## src/rtl/fpcmp_pkg.sv

```systemverilog
package fpcmp_pkg;

  localparam int FLAG_W = 12;

  localparam int CF_POS = 0;
  localparam int PF_POS = 2;
  localparam int AF_POS = 4;
  localparam int ZF_POS = 6;
  localparam int SF_POS = 7;
  localparam int OF_POS = 11;

  localparam int ST_INV_POS  = 0;
  localparam int ST_DEN_POS  = 1;
  localparam int CT_DAZ_POS  = 6;
  localparam int MSK_INV_POS = 7;
  localparam int MSK_DEN_POS = 8;

  typedef enum logic [1:0] {
    CMP_EQ = 2'd0,
    CMP_GT = 2'd1,
    CMP_LT = 2'd2,
    CMP_UN = 2'd3
  } cmp_res_e;

  function automatic logic [FLAG_W-1:0] encode_flags(input cmp_res_e r);
    logic [FLAG_W-1:0] f;
    f = '0;
    unique case (r)
      CMP_EQ: f[ZF_POS] = 1'b1;
      CMP_GT: f = '0;
      CMP_LT: f[CF_POS] = 1'b1;
      CMP_UN: begin
        f[ZF_POS] = 1'b1;
        f[PF_POS] = 1'b1;
        f[CF_POS] = 1'b1;
      end
      default: f = '0;
    endcase
    return f;
  endfunction

endpackage

```

## src/rtl/fpcmp_classify.sv

```systemverilog
module fpcmp_classify #(
  parameter int EXP_W = 8,
  parameter int MAN_W = 23,
  localparam int OP_W = 1 + EXP_W + MAN_W
) (
  input  logic [OP_W-1:0] opnd,
  input  logic            daz,
  output logic            is_nan,
  output logic            is_snan,
  output logic            is_den,
  output logic            is_zero,
  output logic [OP_W-1:0] key
);
  logic              sgn;
  logic [EXP_W-1:0]  expo;
  logic [MAN_W-1:0]  frac;
  logic [OP_W-2:0]   mag;

  assign sgn  = opnd[OP_W-1];
  assign expo = opnd[OP_W-2 -: EXP_W];
  assign frac = opnd[MAN_W-1:0];

  always_comb begin
    is_nan  = (&expo) && (|frac);
    is_snan = is_nan && !frac[MAN_W-1];
    is_den  = (expo == '0) && (|frac);
    is_zero = ((expo == '0) && (frac == '0)) || (daz && is_den);
    mag     = {expo, frac};
    if (is_zero) begin
      key = {1'b1, {(OP_W-1){1'b0}}};
    end else if (!sgn) begin
      key = {1'b1, mag};
    end else begin
      key = {1'b0, ~mag};
    end
  end
endmodule

```

## src/rtl/fpcmp_order.sv

```systemverilog
module fpcmp_order
  import fpcmp_pkg::*;
#(
  parameter int OP_W = 32
) (
  input  logic            nan_a,
  input  logic            nan_b,
  input  logic            zero_a,
  input  logic            zero_b,
  input  logic [OP_W-1:0] key_a,
  input  logic [OP_W-1:0] key_b,
  output cmp_res_e        res
);
  always_comb begin
    if (nan_a || nan_b) begin
      res = CMP_UN;
    end else if (zero_a && zero_b) begin
      res = CMP_EQ;
    end else if (key_a == key_b) begin
      res = CMP_EQ;
    end else if (key_a > key_b) begin
      res = CMP_GT;
    end else begin
      res = CMP_LT;
    end
  end
endmodule

```

## src/rtl/fpcmp_except.sv

```systemverilog
module fpcmp_except (
  input  logic nan_a,
  input  logic nan_b,
  input  logic snan_a,
  input  logic snan_b,
  input  logic den_a,
  input  logic den_b,
  input  logic daz,
  input  logic mask_inv,
  input  logic mask_den,
  output logic raise_inv,
  output logic raise_den,
  output logic trap
);
  always_comb begin
    raise_inv = snan_a || snan_b;
    raise_den = !daz && (den_a || den_b) && !(nan_a || nan_b);
    trap      = (raise_inv && !mask_inv) || (raise_den && !mask_den);
  end
endmodule

```

## src/rtl/fp_ucmp_unit.sv

```systemverilog
module fp_ucmp_unit
  import fpcmp_pkg::*;
#(
  parameter bit DOUBLE_PREC = 1'b0,
  parameter int CTL_W       = 32,
  localparam int EXP_W = DOUBLE_PREC ? 11 : 8,
  localparam int MAN_W = DOUBLE_PREC ? 52 : 23,
  localparam int OP_W  = 1 + EXP_W + MAN_W
) (
  input  logic              clk,
  input  logic              rst,
  input  logic              in_valid,
  input  logic [OP_W-1:0]   op_a,
  input  logic [OP_W-1:0]   op_b,
  input  logic [CTL_W-1:0]  ctl_word,
  output logic              valid_out,
  output logic [FLAG_W-1:0] flags_out,
  output logic              flags_we,
  output logic [CTL_W-1:0]  stat_out,
  output logic              trap_req
);
  localparam int NOPS = 2;

  logic [OP_W-1:0] opnd [NOPS];
  logic [OP_W-1:0] key  [NOPS];
  logic [NOPS-1:0] is_nan, is_snan, is_den, is_zero;
  logic            daz;
  cmp_res_e        res;
  logic            raise_inv, raise_den, trap;
  logic [CTL_W-1:0] stat_nxt;

  assign daz     = ctl_word[CT_DAZ_POS];
  assign opnd[0] = op_a;
  assign opnd[1] = op_b;

  for (genvar i = 0; i < NOPS; i++) begin : g_cls
    fpcmp_classify #(
      .EXP_W(EXP_W),
      .MAN_W(MAN_W)
    ) u_cls (
      .opnd   (opnd[i]),
      .daz    (daz),
      .is_nan (is_nan[i]),
      .is_snan(is_snan[i]),
      .is_den (is_den[i]),
      .is_zero(is_zero[i]),
      .key    (key[i])
    );
  end

  fpcmp_order #(.OP_W(OP_W)) u_ord (
    .nan_a (is_nan[0]),
    .nan_b (is_nan[1]),
    .zero_a(is_zero[0]),
    .zero_b(is_zero[1]),
    .key_a (key[0]),
    .key_b (key[1]),
    .res   (res)
  );

  fpcmp_except u_exc (
    .nan_a    (is_nan[0]),
    .nan_b    (is_nan[1]),
    .snan_a   (is_snan[0]),
    .snan_b   (is_snan[1]),
    .den_a    (is_den[0]),
    .den_b    (is_den[1]),
    .daz      (daz),
    .mask_inv (ctl_word[MSK_INV_POS]),
    .mask_den (ctl_word[MSK_DEN_POS]),
    .raise_inv(raise_inv),
    .raise_den(raise_den),
    .trap     (trap)
  );

  always_comb begin
    stat_nxt = ctl_word;
    stat_nxt[ST_INV_POS] = ctl_word[ST_INV_POS] | raise_inv;
    stat_nxt[ST_DEN_POS] = ctl_word[ST_DEN_POS] | raise_den;
  end

  always_ff @(posedge clk) begin
    if (rst) begin
      valid_out <= 1'b0;
      flags_out <= '0;
      flags_we  <= 1'b0;
      stat_out  <= '0;
      trap_req  <= 1'b0;
    end else begin
      valid_out <= in_valid;
      flags_we  <= in_valid && !trap;
      trap_req  <= in_valid && trap;
      if (in_valid) begin
        stat_out <= stat_nxt;
        if (!trap) begin
          flags_out <= encode_flags(res);
        end
      end
    end
  end
endmodule

```

## config.mk

```make
export PLATFORM = sky130hd
export DESIGN_NAME = fp_ucmp_unit
export DESIGN_NICKNAME = d
export VERILOG_FILES = /design/src/rtl/fpcmp_pkg.sv /design/src/rtl/fpcmp_classify.sv /design/src/rtl/fpcmp_order.sv /design/src/rtl/fpcmp_except.sv /design/src/rtl/fp_ucmp_unit.sv
export SDC_FILE = /design/constraint.sdc
export NUM_CORES = 1
export LEC_CHECK = 0
export BUFFER_PORTS_ARGS = -buffer_cell sky130_fd_sc_hd__clkbuf_2
export CAP_MARGIN = 20
export CORE_MARGIN = 4
export CORE_UTILIZATION = 48
export DETAILED_ROUTE_END_ITERATION = 8
export PLACE_DENSITY = 0.8
export SYNTH_ARGS = -nofsm -noshare
export SYNTH_HDL_FRONTEND = slang
export SYNTH_SLANG_ARGS = --single-unit
```

## constraint.sdc

```tcl
create_clock -name clk -period 5.6 [get_ports clk]
set_clock_uncertainty 0.2 [all_clocks]
set_input_delay 0.84 -clock clk [delete_from_list [all_inputs] [get_ports clk]]
set_output_delay 0.84 -clock clk [all_outputs]
set_load 0.01 [all_outputs]
```

==> impl_metrics.toml <==
[clock_tree]
post-cts-setup-buffers = 0
clk_pin_slew_ns = 0.07
cts_resized = 0
tritoncts = "done"
clock_sinks = 38
ctsHoldBuffers = 0
cts_buffers = 5
cts_root_buf = "clkbuf_8"
clock_latency_ns = 0.28
cts_htree_levels = 2
clockBufferDepth = 2

[worst_setup_path]
start_kind = "input pin"
reg2regPathDepth = 2
crit_type = "in -> reg"
crit_arrival_ns = 4.55
reg2reg_slack_ns = 4.63
path_max_fanout = 20
cp-end-kind = "flip-flop"
critPathRequiredTime_ns = 5.54

[synthesis]
syn_inst = 415
synthFlopType = "dfxtp_1"
syn_area_per_cell_um2 = 7.97
synth_warnings = 0
synth_area_mm2 = 0.00331
synth_cell_types = 51
synth_edf_count = 0
synth-seq-cells = 38
seq_area_frac_synth = 0.230
async_flop_share = 0

[floorplan]
fp.dieH_um = 91.0
rows = 29
num_io_pins = 146
start_util = 0.507
die_w_um = 91.0
core_mm2 = 0.00653
dieArea_mm2 = 0.00829

[sta]
relSlewSlack = 0.352
min_period_ns = 4.61
finalHoldViolCount = 0
slew_violations = 0
worst_pin_slew_ns = 0.971
fin_tns_setup_ns = 0
max_freq_ghz = 0.217
period_share = 0.824
finalSetupViolCount = 0
fin_hold_ws_ns = 0.287
rsz0062_at_grt = "no"

[placement]
dp_cells = 606
gp_congestion = 0.843
hpwl_mm = 7.15
port-buffer-count = 136

[hold_path]
hold_depth = 2
min_path_type = "reg -> reg"

[route]
ant_nets = 0
via_per_inst = 5.38
routed_wl_mm = 8.82
wl_per_cell_um = 14.3
drcViolationCount = 0
vias = 3310
initialDrtViolationCount = 109
dr.pass1.iters = 4

[cells_and_area]
antennaDiodeCount = 0
seq_area_um2 = 761
nFillCells = 571
finalNetCount = 669
final_cell_mix = "clkbuf_2, nor2_1, nand2_1"
drive_above_1_share = 0.286
multi_input_area_mm2 = 0.00240
stdcell_count = 615
mostFrequentLayoutCell = "clkbuf_2"
area.growth.synth_to_final_pct = 24.9

[power_and_ir_drop]
p_per_area_mw_per_mm2 = 209
cellLeakagePower_nw = 2.11
ir_worst_vdd_mv = 0.193

[global_route]
grt_pass1_wl_mm = 14.3
gr-total-overflow = 0
grt_pass1_vias = 3152
antenna_found_initial = 0
grt_max_degree = 39
track_usage = 0.203

[outcome]
status = "finished, final reports clean"

[flow_run]
cap_violations = 0
worst max-delay path, cell delays in order:
cell      delay [ns]
clkbuf_2        0.11
or4_4           0.55
nor2_4          0.20
a21oi_1         0.09
or3_1           0.53
buf_4           0.30
nand2_1         0.07
ha_1            0.24
a21o_1          0.18
a211o_1         0.28
a21oi_1         0.11
o211ai_1        0.11
a221o_1         0.33
o21ai_0         0.19
ha_1            0.26
nand4_1         0.09
a21oi_1         0.07
cells in the mapped netlist (all sizes together) (2+ instances only):
master / n / share of area
nor2: 78 / 0.091
nand2: 41 / 0.047
dfxtp: 38 / 0.23
ha: 33 / 0.12
xor2: 32 / 0.085
mux2i: 30 / 0.091
xnor2: 30 / 0.079
clkbuf: 19 / 0.022
buf: 13 / 0.025
a21oi: 10 / 0.015
nand4: 10 / 0.019
nor4: 9 / 0.017
o21ai: 7 / 0.011
inv: 6 / 0.0068
or4: 6 / 0.015
a311oi: 4 / 0.011
and2: 4 / 0.0076
nor3: 4 / 0.0060
a2111oi: 3 / 0.010
a211o: 3 / 0.0079
a211oi: 3 / 0.0068
a21boi: 3 / 0.0068
a21o: 3 / 0.0068
o211ai: 3 / 0.0068
o21a: 3 / 0.0068
a31oi: 2 / 0.0038
and4: 2 / 0.0053
nand3: 2 / 0.0030
or2: 2 / 0.0038
metrics by stage:
step	area, um^2	total power, W	utilization	worst slack (ns)
2_1_floorplan	3340	0.000494	-	1.24
3_3_place_gp	3980	0.000580	0.609	0.820
3_5_place_dp	3980	0.000589	0.609	0.706
4_1_cts	4110	0.000864	0.630	0.995
5_1_grt	4130	0.000915	0.633	0.641
6_report	4130	0.000862	0.633	0.985
cell families (layout without fill, tap and decap cells):
| group | after synthesis | in the layout | synth area share |
|---|---|---|---|
| simple gates | 160 | 160 | 0.218 |
| xor+xnor | 62 | 62 | 0.164 |
| compound gates | 53 | 53 | 0.118 |
| flops | 38 | 38 | 0.230 |
| buf+inv | 38 | 153 | 0.0537 |
| fa+ha+maj | 33 | 33 | 0.125 |
| mux | 30 | 30 | 0.0907 |
| other cells | 1 | 9 | 0.00113 |
flip-flops by register name, indices dropped and copies added (netlist names):
name / cells
trap_req: 1
valid_out: 1
stat_out: 32
flags_out: 3
flags_we: 1
report_power, final:
part / switching (W) / internal [W]
combinational: 0.000154 / 0.000136
sequential: 0.00000878 / 0.000287
clock: 0.0000970 / 0.000178
total: 0.000260 / 0.000602
final timing paths:
path | startpoint | endpoint
hold reg to reg | flags_out[6] | flags_out[6]
hold / removal | flags_out[6] | flags_out[6]
setup reg to reg | stat_out[1] | stat_out[1]
setup / recovery | op_b[4] | flags_out[6]
layer usage:
layer  track usage  up-vias  wire, um
li1              -     1675         -
met3        0.0488       17       498
met1         0.240     1529      3700
met5             0        -         0
met4        0.0628        0       172
met2         0.361       89      4450
layout make-up:
class | instances | area share
multi-input cells | 347 | 0.581
clock inverters | 3 | 0.0166
clock buffers | 5 | 0.0166
inverters | 6 | 0.00545
well taps | 77 | 0.0233
flip-flops and latches | 38 | 0.184
repair buffers | 139 | 0.173
No activity file was read; power rests on OpenSTA's default activity.
